==> src/rtl/i2c_byte_master.sv <==
module i2c_byte_master #(
  parameter int SYS_HZ = 100_000_000,
  parameter int BIT_HZ = 400_000
) (
  input  logic       clk,
  input  logic       rst,
  input  logic       newdata,
  input  logic       wr,
  input  logic [6:0] addr,
  input  logic [7:0] wdata,
  output logic [7:0] rdata,
  output logic       done,
  output logic       scl,
  output logic       sda_out,
  output logic       sda_oe,
  input  logic       sda_in
);
  localparam int N    = SYS_HZ / BIT_HZ;
  localparam int HALF = N / 2;
  localparam int CW   = (HALF > 1) ? $clog2(HALF) : 1;

  localparam logic [3:0] S_IDLE = 4'd0, S_STA1 = 4'd1, S_STA2 = 4'd2, S_ADDR = 4'd3,
                         S_AACK = 4'd4, S_WDAT = 4'd5, S_DACK = 4'd6, S_RDAT = 4'd7,
                         S_STO1 = 4'd8, S_STO2 = 4'd9;

  logic [CW-1:0] div;
  logic          ref_q;
  logic [3:0]    state;
  logic [2:0]    bitn;
  logic [7:0]    addr_r, data_r, rx, rdata_q;
  logic          ack_s, drv_hi, clk_en, sda_q, oe_q, done_q;

  wire wrap = (div == CW'(HALF - 1));
  wire step = wrap & ref_q;
  wire rise = wrap & ~ref_q;

  assign scl     = drv_hi | (clk_en & ref_q);
  assign sda_out = sda_q;
  assign sda_oe  = oe_q;
  assign done    = done_q;
  assign rdata   = rdata_q;

  always_ff @(posedge clk) begin
    if (rst) begin
      div     <= '0;
      ref_q   <= 1'b0;
      state   <= S_IDLE;
      bitn    <= '0;
      addr_r  <= '0;
      data_r  <= '0;
      rx      <= '0;
      rdata_q <= '0;
      ack_s   <= 1'b1;
      drv_hi  <= 1'b0;
      clk_en  <= 1'b0;
      sda_q   <= 1'b0;
      oe_q    <= 1'b1;
      done_q  <= 1'b0;
    end else begin
      div <= wrap ? '0 : div + 1'b1;
      if (wrap) ref_q <= ~ref_q;

      if (rise) begin
        if (state == S_AACK || state == S_DACK) ack_s <= sda_in;
        if (state == S_RDAT) rx <= {rx[6:0], sda_in};
      end

      if (step) begin
        done_q <= 1'b0;
        case (state)
          S_IDLE: begin
            drv_hi <= 1'b1;
            clk_en <= 1'b0;
            sda_q  <= 1'b1;
            oe_q   <= 1'b1;
            if (newdata) begin
              addr_r <= {addr, ~wr};
              data_r <= wdata;
              state  <= S_STA1;
            end
          end
          S_STA1: begin
            sda_q <= 1'b0;
            state <= S_STA2;
          end
          S_STA2: begin
            drv_hi <= 1'b0;
            clk_en <= 1'b1;
            sda_q  <= addr_r[7];
            bitn   <= 3'd7;
            state  <= S_ADDR;
          end
          S_ADDR: begin
            if (bitn == 3'd0) begin
              oe_q  <= 1'b0;
              state <= S_AACK;
            end else begin
              sda_q <= addr_r[bitn - 3'd1];
              bitn  <= bitn - 3'd1;
            end
          end
          S_AACK: begin
            if (!ack_s) begin
              bitn <= 3'd7;
              if (addr_r[0]) begin
                state <= S_RDAT;
              end else begin
                oe_q  <= 1'b1;
                sda_q <= data_r[7];
                state <= S_WDAT;
              end
            end
          end
          S_WDAT: begin
            if (bitn == 3'd0) begin
              oe_q  <= 1'b0;
              state <= S_DACK;
            end else begin
              sda_q <= data_r[bitn - 3'd1];
              bitn  <= bitn - 3'd1;
            end
          end
          S_DACK: begin
            if (!ack_s) begin
              oe_q  <= 1'b1;
              sda_q <= 1'b0;
              state <= S_STO1;
            end
          end
          S_RDAT: begin
            if (bitn == 3'd0) begin
              rdata_q <= rx;
              oe_q    <= 1'b1;
              sda_q   <= 1'b0;
              state   <= S_STO1;
            end else begin
              bitn <= bitn - 3'd1;
            end
          end
          S_STO1: begin
            drv_hi <= 1'b1;
            clk_en <= 1'b0;
            sda_q  <= 1'b1;
            done_q <= 1'b1;
            state  <= S_STO2;
          end
          default: state <= S_IDLE;
        endcase
      end
    end
  end
endmodule

==> config.mk <==
export PLATFORM = sky130hd
export DESIGN_NAME = i2c_byte_master
export DESIGN_NICKNAME = d
export VERILOG_FILES = /design/src/rtl/i2c_byte_master.sv
export SDC_FILE = /design/constraint.sdc
export NUM_CORES = 1
export LEC_CHECK = 0
export BUFFER_PORTS_ARGS = -buffer_cell sky130_fd_sc_hd__buf_2
export CELL_PAD_IN_SITES_DETAIL_PLACEMENT = 0
export CELL_PAD_IN_SITES_GLOBAL_PLACEMENT = 1
export CORE_ASPECT_RATIO = 1.75
export CORE_MARGIN = 2
export CORE_UTILIZATION = 44
export DETAILED_ROUTE_END_ITERATION = 10
export PLACE_DENSITY_LB_ADDON = 0.08
export SYNTH_ARGS = -nofsm -noshare
export SYNTH_HDL_FRONTEND = slang
export SYNTH_SLANG_ARGS = --single-unit
==> constraint.sdc <==
create_clock -name clk -period 3.09 [get_ports clk]
set_input_delay 0.309 -clock clk [delete_from_list [all_inputs] [get_ports clk]]
set_output_delay 0.309 -clock clk [all_outputs]
set_load 0.01 [all_outputs]
* After elaboration in Yosys (flattened, before gate mapping) *
Index checks and enable logic that the tools add are counted.

storage, ports and cells
  register bits = 53
  input port bits = 20
  word-level logic and storage cells = 93

operators by class
  add/subtract/negate cells = 2
  magnitude comparators = 1
  eq/ne operators = 20
  muxes and demuxes = 30
  bitwise operators = 6
  reduce and logical (&&, ||, !) cells = 20

operators with widths
  operator               number
  $pmux W4 S9            1
  $mux W4                6
  $ne A2 B2 Y1 const B   9
  $eq A4 B3 Y1 const B   4
  $reduce_and A7 Y1      2
  $mux W1                13
  $pmux W3 S3            1
  $eq A4 B2 Y1 const B   2
  $pmux W1 S8            1
  $reduce_and A8 Y1      1
  $reduce_bool A8 Y1     1
  $add A7 B1 Y7 const B  1
  $eq A7 B7 Y1 const B   1
  $bmux W1 S3            2
  $mux W3                2
  $reduce_and A2 Y1      3
  $reduce_and A3 Y1      2
  $reduce_or A2 Y1       3
  $pmux W1 S5            1
  $reduce_bool A5 Y1     1
  $eq A4 B1 Y1 const B   1
  $eq A4 B4 Y1 const B   1
  $logic_not A4 Y1       1
  $lt A3 B4 Y1 const B   1
  13 further kinds       18

* Longest topological paths before layout *
Gate-level depths: netlist of the first run.

  depth in word-level cells = 5
  mapped depth = 9

* Worst setup path after synthesis of the first run *
Ideal clock, no wire load.

  path type = reg2reg
  from = register bitn[0]
  to = register sda_q, in the netlist sda_out
  data arrival time = 2.016 ns
  slack = 0.947 ns
  cell stages (with the launch flop) = 8
  buffers on the path = 1
  clock period less this slack = 2.143 ns
  path through = dfxtp_1 > clkbuf_1 > inv_1 > ha_1 > mux4_2 > and3_1 > o31ai_1 > mux2i_1

between the ends
  word-level cells in the longest chain between the ends = 5
  elaborated cells between the ends (all ways) = 13
  classes of those cells = add/sub (1); eq/ne (3); mux (7); reduce/logical (2)

ends and longest elaborated chain
  what                                   RTL line  RTL
  from (decl)                            29        logic [2:0] bitn;
  from (signal assigned)                 99        bitn <= bitn - 3'd1;
  from (signal assigned)                 120       bitn <= bitn - 3'd1;
  from (signal assigned)                 137       bitn <= bitn - 3'd1;
  $sub A3 B1 Y3                          98, 119
  $bmux W1 S3, on equally long branches  119, 98
  $mux W1, on equally long branches      119, 98
  $mux W1, on equally long branches      115, 94
  $pmux W1 S8                            70        case (state)
  to (signal assigned)                   89        sda_q <= addr_r[7];
  to (signal assigned)                   109       sda_q <= data_r[7];
  to (signal assigned)                   119       sda_q <= data_r[bitn - 3'd1];
  to (decl)                              31        logic ack_s, drv_hi, clk_en, sda_q, oe_q, done_q;

Parallel ways exist; a longest one is shown, timed or not. The select of a mux whose other input is x is not followed.
A chain may end at the register's enable or synchronous reset.

* Worst setup path after layout of the first run *
  from = register bitn[0]
  to = register oe_q, in the netlist sda_oe

between the ends
  word-level cells in the longest chain between the ends = 3
  elaborated cells between the ends (all ways) = 4
  classes of those cells = eq/ne (2); reduce/logical (2)

ends and longest elaborated chain
  what                           RTL line      RTL
  $logic_not A3 Y1 *             94, 115, 131
  $ne A2 B1 Y1 (no line)         n/a
  $reduce_and A7 Y1 (no line) *  n/a
  to (signal assigned)           95            oe_q <= 1'b0;
  to (signal assigned)           116           oe_q <= 1'b0;
  to (signal assigned)           133           oe_q <= 1'b1;
  to (decl)                      31

Every way passes the cells marked *; elsewhere a longest branch is shown, timed or not.

==> results of run 1 <==
-- layer usage --
layer,vias up,GRT usage,part of all wire
li1,976,-,-
met1,878,0.212,0.42
met2,26,0.296,0.53
met3,10,0.0348,0.030
met4,0,0.0637,0.023
met5,-,0,0
-- per-stage QoR --
step,power [W],instances
final,0.00120,368
after floorplan,0.000725,266
after global placement,0.000743,360
after detailed placement,0.000744,360
after global routing,0.00125,368
after CTS,0.00122,368
-- cell usage in the layout, fill, tap and decap left out, drive strengths merged, types with 2 or more instances in the layout --
master,count
clkbuf,5
nand2b,8
nand3,7
nor4,3
a21oi,12
nand2,12
and2,2
o21ai,4
a211oi,2
xnor2,2
xor2,6
buf,35
nor2b,2
mux4,4
or3,2
dfxtp,53
and3,3
mux2i,35
nor4bb,2
nand3b,2
a22oi,2
nor3,5
inv,8
ha,4
a21o,3
nor2,52
a2111oi,2
-- cells by family after synthesis --
kind of cell | count (synthesis) | share of synthesized area
multiplexers | 39 | 0.176
AO/OA/AOI/OAI | 33 | 0.0928
AND/OR/NAND/NOR | 105 | 0.222
XOR/XNOR | 8 | 0.0279
adder cells (fa/ha/maj) | 4 | 0.0200
buffers and inverters | 24 | 0.0384
flip-flops | 53 | 0.423
-- state kept, by name (all words and copies together) (netlist names) --
signal,flops
drv_hi,1
done,1
ack_s,1
bitn,3
data_r,8
addr_r,8
ref_q,1
rdata,8
clk_en,1
state,4
sda_oe,1
div,7
rx,8
sda_out,1
-- layout make-up --
cell class / count / area [sq um]
Clock buffer: 5 / 68.8
Tap cell: 76 / 95.1
Clock inverter: 3 / 43.8
Fill cell: 563 / 2710
Inverter: 7 / 26.3
Multi-Input combinational cell: 189 / 1350
Timing Repair Buffer: 35 / 185
Sequential cell: 53 / 1060
-- power by group --
part	switching, W	total, W	internal [W]
registers	0.00000381	0.000690	0.000686
clock network	0.000229	0.000472	0.000243
logic	0.0000211	0.0000370	0.0000159
total	0.000254	0.00120	0.000945
-- synth_stat cells (2+ instances only) --
master | instances | area, sq um
dfxtp_1 | 53 | 1060
nor2_1 | 52 | 195
nor4bb_1 | 2 | 20.0
nor3_1 | 5 | 25.0
buf_1 | 3 | 11.3
inv_1 | 7 | 26.3
a21oi_1 | 12 | 60.1
or3_1 | 2 | 12.5
and3_1 | 2 | 12.5
nand3_1 | 6 | 30.0
ha_1 | 4 | 50.1
a22oi_1 | 2 | 15.0
clkbuf_1 | 9 | 33.8
mux4_2 | 4 | 90.1
mux2i_1 | 35 | 350
a2111oi_2 | 2 | 30.0
nor2b_1 | 2 | 12.5
nand2b_1 | 8 | 50.1
xnor2_1 | 2 | 17.5
o21ai_0 | 3 | 15.0
xor2_1 | 6 | 52.6
and2_1 | 2 | 12.5
nand3b_1 | 2 | 15.0
a211oi_1 | 2 | 15.0
nor4_4 | 2 | 42.5
nand2_1 | 11 | 41.3
buf_2 | 5 | 25.0
a21o_1 | 3 | 22.5
-- worst max-delay path by stage --
stage                                      end                  from  cells after the start  slack [ps]
after floorplan           sda_out$_SDFFE_PP0P_  bitn[0]$_SDFFE_PP0P_                      7         950
after global placement    sda_out$_SDFFE_PP0P_  bitn[0]$_SDFFE_PP0P_                      6         880
after detailed placement  sda_out$_SDFFE_PP0P_  bitn[0]$_SDFFE_PP0P_                      6         890
after CTS                 sda_out$_SDFFE_PP0P_  bitn[0]$_SDFFE_PP0P_                      6         880
after global routing      sda_out$_SDFFE_PP0P_  bitn[0]$_SDFFE_PP0P_                      6         700
final                      sda_oe$_SDFFE_PP1P_  bitn[0]$_SDFFE_PP0P_                      7         910
==> flow_metrics.py, run 1 <==
metrics = {
    "setup_path": {
        "cp_max_fo": 6,
        "r2r_start": "bitn[0]$_SDFFE_PP0P_",
        "reg2reg_to": "sda_oe$_SDFFE_PP1P_",
        "rr_worst_depth": 7,
        "slowest_delay_ps": 430,
        "crit_slowest_cell": "a2111oi_2",
        "cp-end-kind": "flip-flop",
        "path_cells": "inv_1, ha_1, nor2b_1, a2bb2oi_1, o211ai_2, a2111oi_2, mux2i_1",
        "critPathTopFamily": "compound AO/OA/AOI/OAI gates",
        "required_ps": 3330,
        "rrSetupSlack_ps": 910,
        "cp_data_arrival_time_ps": 2420,
        "critPathBufInv": 1,
        "path_class": "flip-flop to flip-flop",
        "cp-start-kind": "flip-flop",
    },
    "sta": {
        "fin_tns_setup_ps": 0,
        "rsz0062_at_grt": "false",
        "min_period_ps": 2180,
        "worst_pin_slew_ps": 699,
        "timing.hold.ws_ps": 217,
        "finalSetupViolCount": 0,
        "max_freq_mhz": 460,
        "skew_ps": 8.81,
        "layout_setup_ws_ps": 914,
        "hold_viol": 0,
        "slew_headroom": 0.531,
        "final_max_slew_viol_count": 0,
        "post-route-period-util": 0.704,
    },
    "synthesis": {
        "ys.flop_type": "dfxtp_1",
        "synth.distinct_cells": 46,
        "ys_seq_elements": 53,
        "ys_async_sr_fraction": 0,
        "synth_edf_count": 0,
        "ys_warn_count": 0,
        "ys_seq_area_frac": 0.423,
        "syn_avg_cell_area_sq_um": 9.43,
        "synth_area_sq_mm": 0.00251,
        "syn-instance-count": 266,
        "synth_fp_nets": 290,
    },
    "layout": {
        "drive_gt1_frac": 0.192,
        "syn_to_final_growth_pct": 12.9,
        "nets": 315,
        "fin_area_sq_mm": 0.00283,
        "antennaDiodeCount": 0,
        "final_core_util": 0.511,
    },
    "hold_path": {
        "hold_depth": 2,
        "hold_class": "input port to flip-flop",
        "holdCritStartpoint": "sda_in",
        "worstHoldEndpoint": "ack_s$_SDFFE_PP1P_",
    },
    "cts": {
        "clk_pin_slew_ps": 90,
        "worstSkewPairLatency_ps": 310,
        "clock_sinks": 53,
        "cts_made_buffers": 5,
        "cts_resized": 0,
        "htree_num_levels": 2,
        "cts_setup_buffers": 0,
        "hold_buffers": 0,
        "clockRootBuffer": "clkbuf_8",
        "clk_path_buf_depth": 2,
        "tritoncts": "yes",
    },
    "drt": {
        "drt_iter0_drc": 74,
        "num_vias": 1890,
        "drc": 0,
        "firstDrtPassIters": 4,
        "wl_um": 5000,
        "ant_nets": 0,
        "drt-wirelength-per-cell_um": 13.6,
        "vias_per_cell": 5.14,
    },
    "power_and_ir_drop": {
        "p_leak_nw": 1.14,
        "p_per_area_mw_per_mm2": 423,
        "ir_drop_v": 0.000305,
    },
    "floorplan": {
        "std_cell_rows": 36,
        "initial_utilization": 0.453,
        "die_w_um": 61.1,
        "coreArea_sq_mm": 0.00554,
        "io_pins": 32,
        "die-area_sq_mm": 0.00635,
        "die_y_um": 104,
    },
    "place": {
        "place_congestion": 0.787,
        "hpwlAfterDp_um": 3610,
        "dp_slack_ps": 889,
        "placed_cell_area_sq_mm": 0.00272,
        "port_buffers": 31,
    },
    "global_routing": {
        "grt-ovfl-total": 0,
        "grt_max_degree": 35,
        "grt_pass1_wl_um": 8740,
        "grt.total_usage": 0.176,
        "antenna_found_initial": 0,
        "grt_pass1_vias": 1923,
    },
    "outcome": {
        "status": "completed",
    },
    "run": {
        "maxCapViolations": 0,
    },
}
No activity file was read; power rests on OpenSTA's default activity.
==> run 2: changes to the inputs <==
Settings changed: CORE_UTILIZATION 44 to 40.
Clock period 3.09 ns to 1.8 ns, I/O delays scaled along.
==> run 2 against run 1 <==
Effect of this change: sequential share of layout area shrank 3.4 points; non-clock buffer count increased by 24; maximum frequency is 25% higher; core utilization is 0.087 points lower; first-iteration DRC count rose by 88%; setup slack got worse by 860 ps; clock power grew 73%; via count grew 5.3%.
==> flow_metrics.py, run 2 (same netlist as run 1, synthesis figures left out) <==
metrics = {
    "drt": {
        "num_vias": 1990,
        "drc": 0,
        "ant_nets": 0,
        "drt-wirelength-per-cell_um": 13.6,
        "vias_per_cell": 5.03,
        "firstDrtPassIters": 4,
        "wl_um": 5390,
        "drt_iter0_drc": 139,
    },
    "setup_path": {
        "critPathBufInv": 1,
        "cp-end-kind": "flip-flop",
        "slowest_delay_ps": 500,
        "required_ps": 2000,
        "path_cells": "inv_2, ha_4, mux4_2, and3_4, o31ai_2, mux2i_1",
        "cp_data_arrival_time_ps": 1940,
        "path_class": "flip-flop to flip-flop",
        "crit_slowest_cell": "mux4_2",
        "cp_max_fo": 5,
        "cp-start-kind": "flip-flop",
        "critPathTopFamily": "multiplexers",
    },
    "cts": {
        "clockRootBuffer": "clkbuf_8",
        "cts_setup_buffers": 0,
        "hold_buffers": 0,
        "tritoncts": "yes",
        "clk_path_buf_depth": 2,
        "worstSkewPairLatency_ps": 300,
        "htree_num_levels": 2,
        "cts_made_buffers": 5,
        "clk_pin_slew_ps": 100,
        "clock_sinks": 53,
    },
    "sta": {
        "finalSetupViolCount": 0,
        "rsz0062_at_grt": "true",
        "slew_headroom": 0.691,
        "final_max_slew_viol_count": 0,
        "hold_viol": 0,
        "worst_pin_slew_ps": 464,
        "min_period_ps": 1740,
        "post-route-period-util": 0.968,
        "skew_ps": 3.30,
        "layout_setup_ws_ps": 58.1,
        "max_freq_mhz": 574,
    },
    "floorplan": {
        "die_y_um": 109,
        "coreArea_sq_mm": 0.00613,
        "die-area_sq_mm": 0.00695,
        "initial_utilization": 0.409,
        "io_pins": 32,
        "std_cell_rows": 38,
        "die_w_um": 63.9,
    },
    "power_and_ir_drop": {
        "combPwrFrac": 0.035,
        "p_sw_w": 0.000443,
        "p_int_w": 0.00163,
        "clock_power_share": 0.394,
        "netSwitchingFraction": 0.214,
        "power_frac_seq": 0.571,
        "ir_drop_v": 0.000579,
        "p_leak_nw": 1.28,
        "p_per_area_mw_per_mm2": 662,
    },
    "layout": {
        "final_common_cell": "nor2_1",
        "nets": 339,
        "nFillCells": 604,
        "layoutNonFillerInstCount": 396,
        "final_core_util": 0.510,
        "drive_gt1_frac": 0.297,
        "syn_to_final_growth_pct": 24.7,
        "antennaDiodeCount": 0,
        "mostFrequentLayoutCells": "52 x nor2_1, 48 x dfxtp_1, 35 x mux2i_1, 31 x buf_2, 26 x buf_4",
    },
    "place": {
        "hpwlAfterDp_um": 4070,
        "place_congestion": 0.883,
        "port_buffers": 31,
        "dp_slack_ps": 4.79,
        "place_inst": 388,
    },
    "hold_path": {
        "hold_class": "input port to flip-flop",
    },
    "global_routing": {
        "grt_pass1_vias": 1918,
        "grt.total_usage": 0.162,
        "grt_pass1_wl_um": 8910,
        "antenna_found_initial": 0,
        "grt-ovfl-total": 0,
        "grt_max_degree": 24,
    },
    "run": {
        "maxCapViolations": 0,
    },
    "outcome": {
        "status": "completed",
    },
}
## run 2: cell types whose count changed in the layout (fill, tap and decap cells not counted), moves of 2 or more
| cell | before | now |
|---|---|---|
| dfxtp_1 | 53 | 48 |
| inv_2 | 0 | 2 |
| a2111oi_2 | 2 | 0 |
| buf_12 | 0 | 2 |
| inv_1 | 7 | 5 |
| a2111oi_4 | 0 | 2 |
| dfxtp_2 | 0 | 5 |
| buf_4 | 4 | 26 |
## run 2: area by class of cell
cell class / instances / area [sq um] / area share
repair buffers: 59 / 390 / 0.125
multi-input cells: 189 / 1430 / 0.458
clock inverters: 3 / 43.8 / 0.0140
flip-flops and latches: 53 / 1070 / 0.341
inverters: 7 / 26.3 / 0.00840
well taps: 80 / 100 / 0.0320
clock buffers: 5 / 68.8 / 0.0220
## run 2: worst paths after layout
check | start | end | slack, ps | cells after the start
worst max-delay path | bitn[0]$_SDFFE_PP0P_ | sda_out$_SDFFE_PP0P_ | 60 | 6
worst min-delay path | addr[2] | addr_r[3]$_SDFFE_PP0P_ | 100 | 3
worst max register to register | bitn[0]$_SDFFE_PP0P_ | sda_out$_SDFFE_PP0P_ | 60 | 6
worst min register to register | done$_SDFFE_PP0N_ | done$_SDFFE_PP0N_ | 450 | 2
## run 2: repair_timing
action,in CTS,in global routing
gates resized for setup,1,15
pin swaps,1,1
setup endpoints to repair,2,8
## run 2: power groups by stage
stage	registers, W	clock network [W]	logic, W
2_1_floorplan	0.00121	0	0.0000341
3_3_place_gp	0.00121	0	0.0000739
3_5_place_dp	0.00121	0	0.0000742
4_1_cts	0.00118	0.000854	0.0000744
5_1_grt	0.00118	0.000895	0.0000811
6_report	0.00118	0.000816	0.0000733
## run 2: worst register-to-register path, delay by kind of cell, from the launching register on
family,cells,cell delay (ps)
multiplexers,2,590
flip-flops,1,340
adder cells (fa/ha/maj),1,300
AND/OR/NAND/NOR,1,190
AO/OA/AOI/OAI,1,160
buffers and inverters,1,50
## run 2: metrics by stage
| stage | hold WS [ps] | total power (W) | TNS [ps] | area (sq um) |
|---|---|---|---|---|
| 6_report | 98.3 | 0.00207 | 0 | 3130 |
| 5_1_grt | 100 | 0.00216 | -5.01 | 3130 |
| 2_1_floorplan | 298 | 0.00124 | -22.0 | 2540 |
| 3_3_place_gp | 410 | 0.00128 | 0 | 2950 |
| 4_1_cts | 89.8 | 0.00211 | 0 | 3060 |
| 3_5_place_dp | 415 | 0.00128 | 0 | 2950 |
## run 2: layer usage
| layer | global-route usage | up-vias | wire length [um] |
|---|---|---|---|
| met2 | 0.295 | 24 | 2970 |
| met4 | 0.0621 | 0 | 95 |
| met1 | 0.188 | 935 | 2180 |
| met5 | 0 | - | 0 |
| li1 | - | 1022 | - |
| met3 | 0.0258 | 9 | 138 |
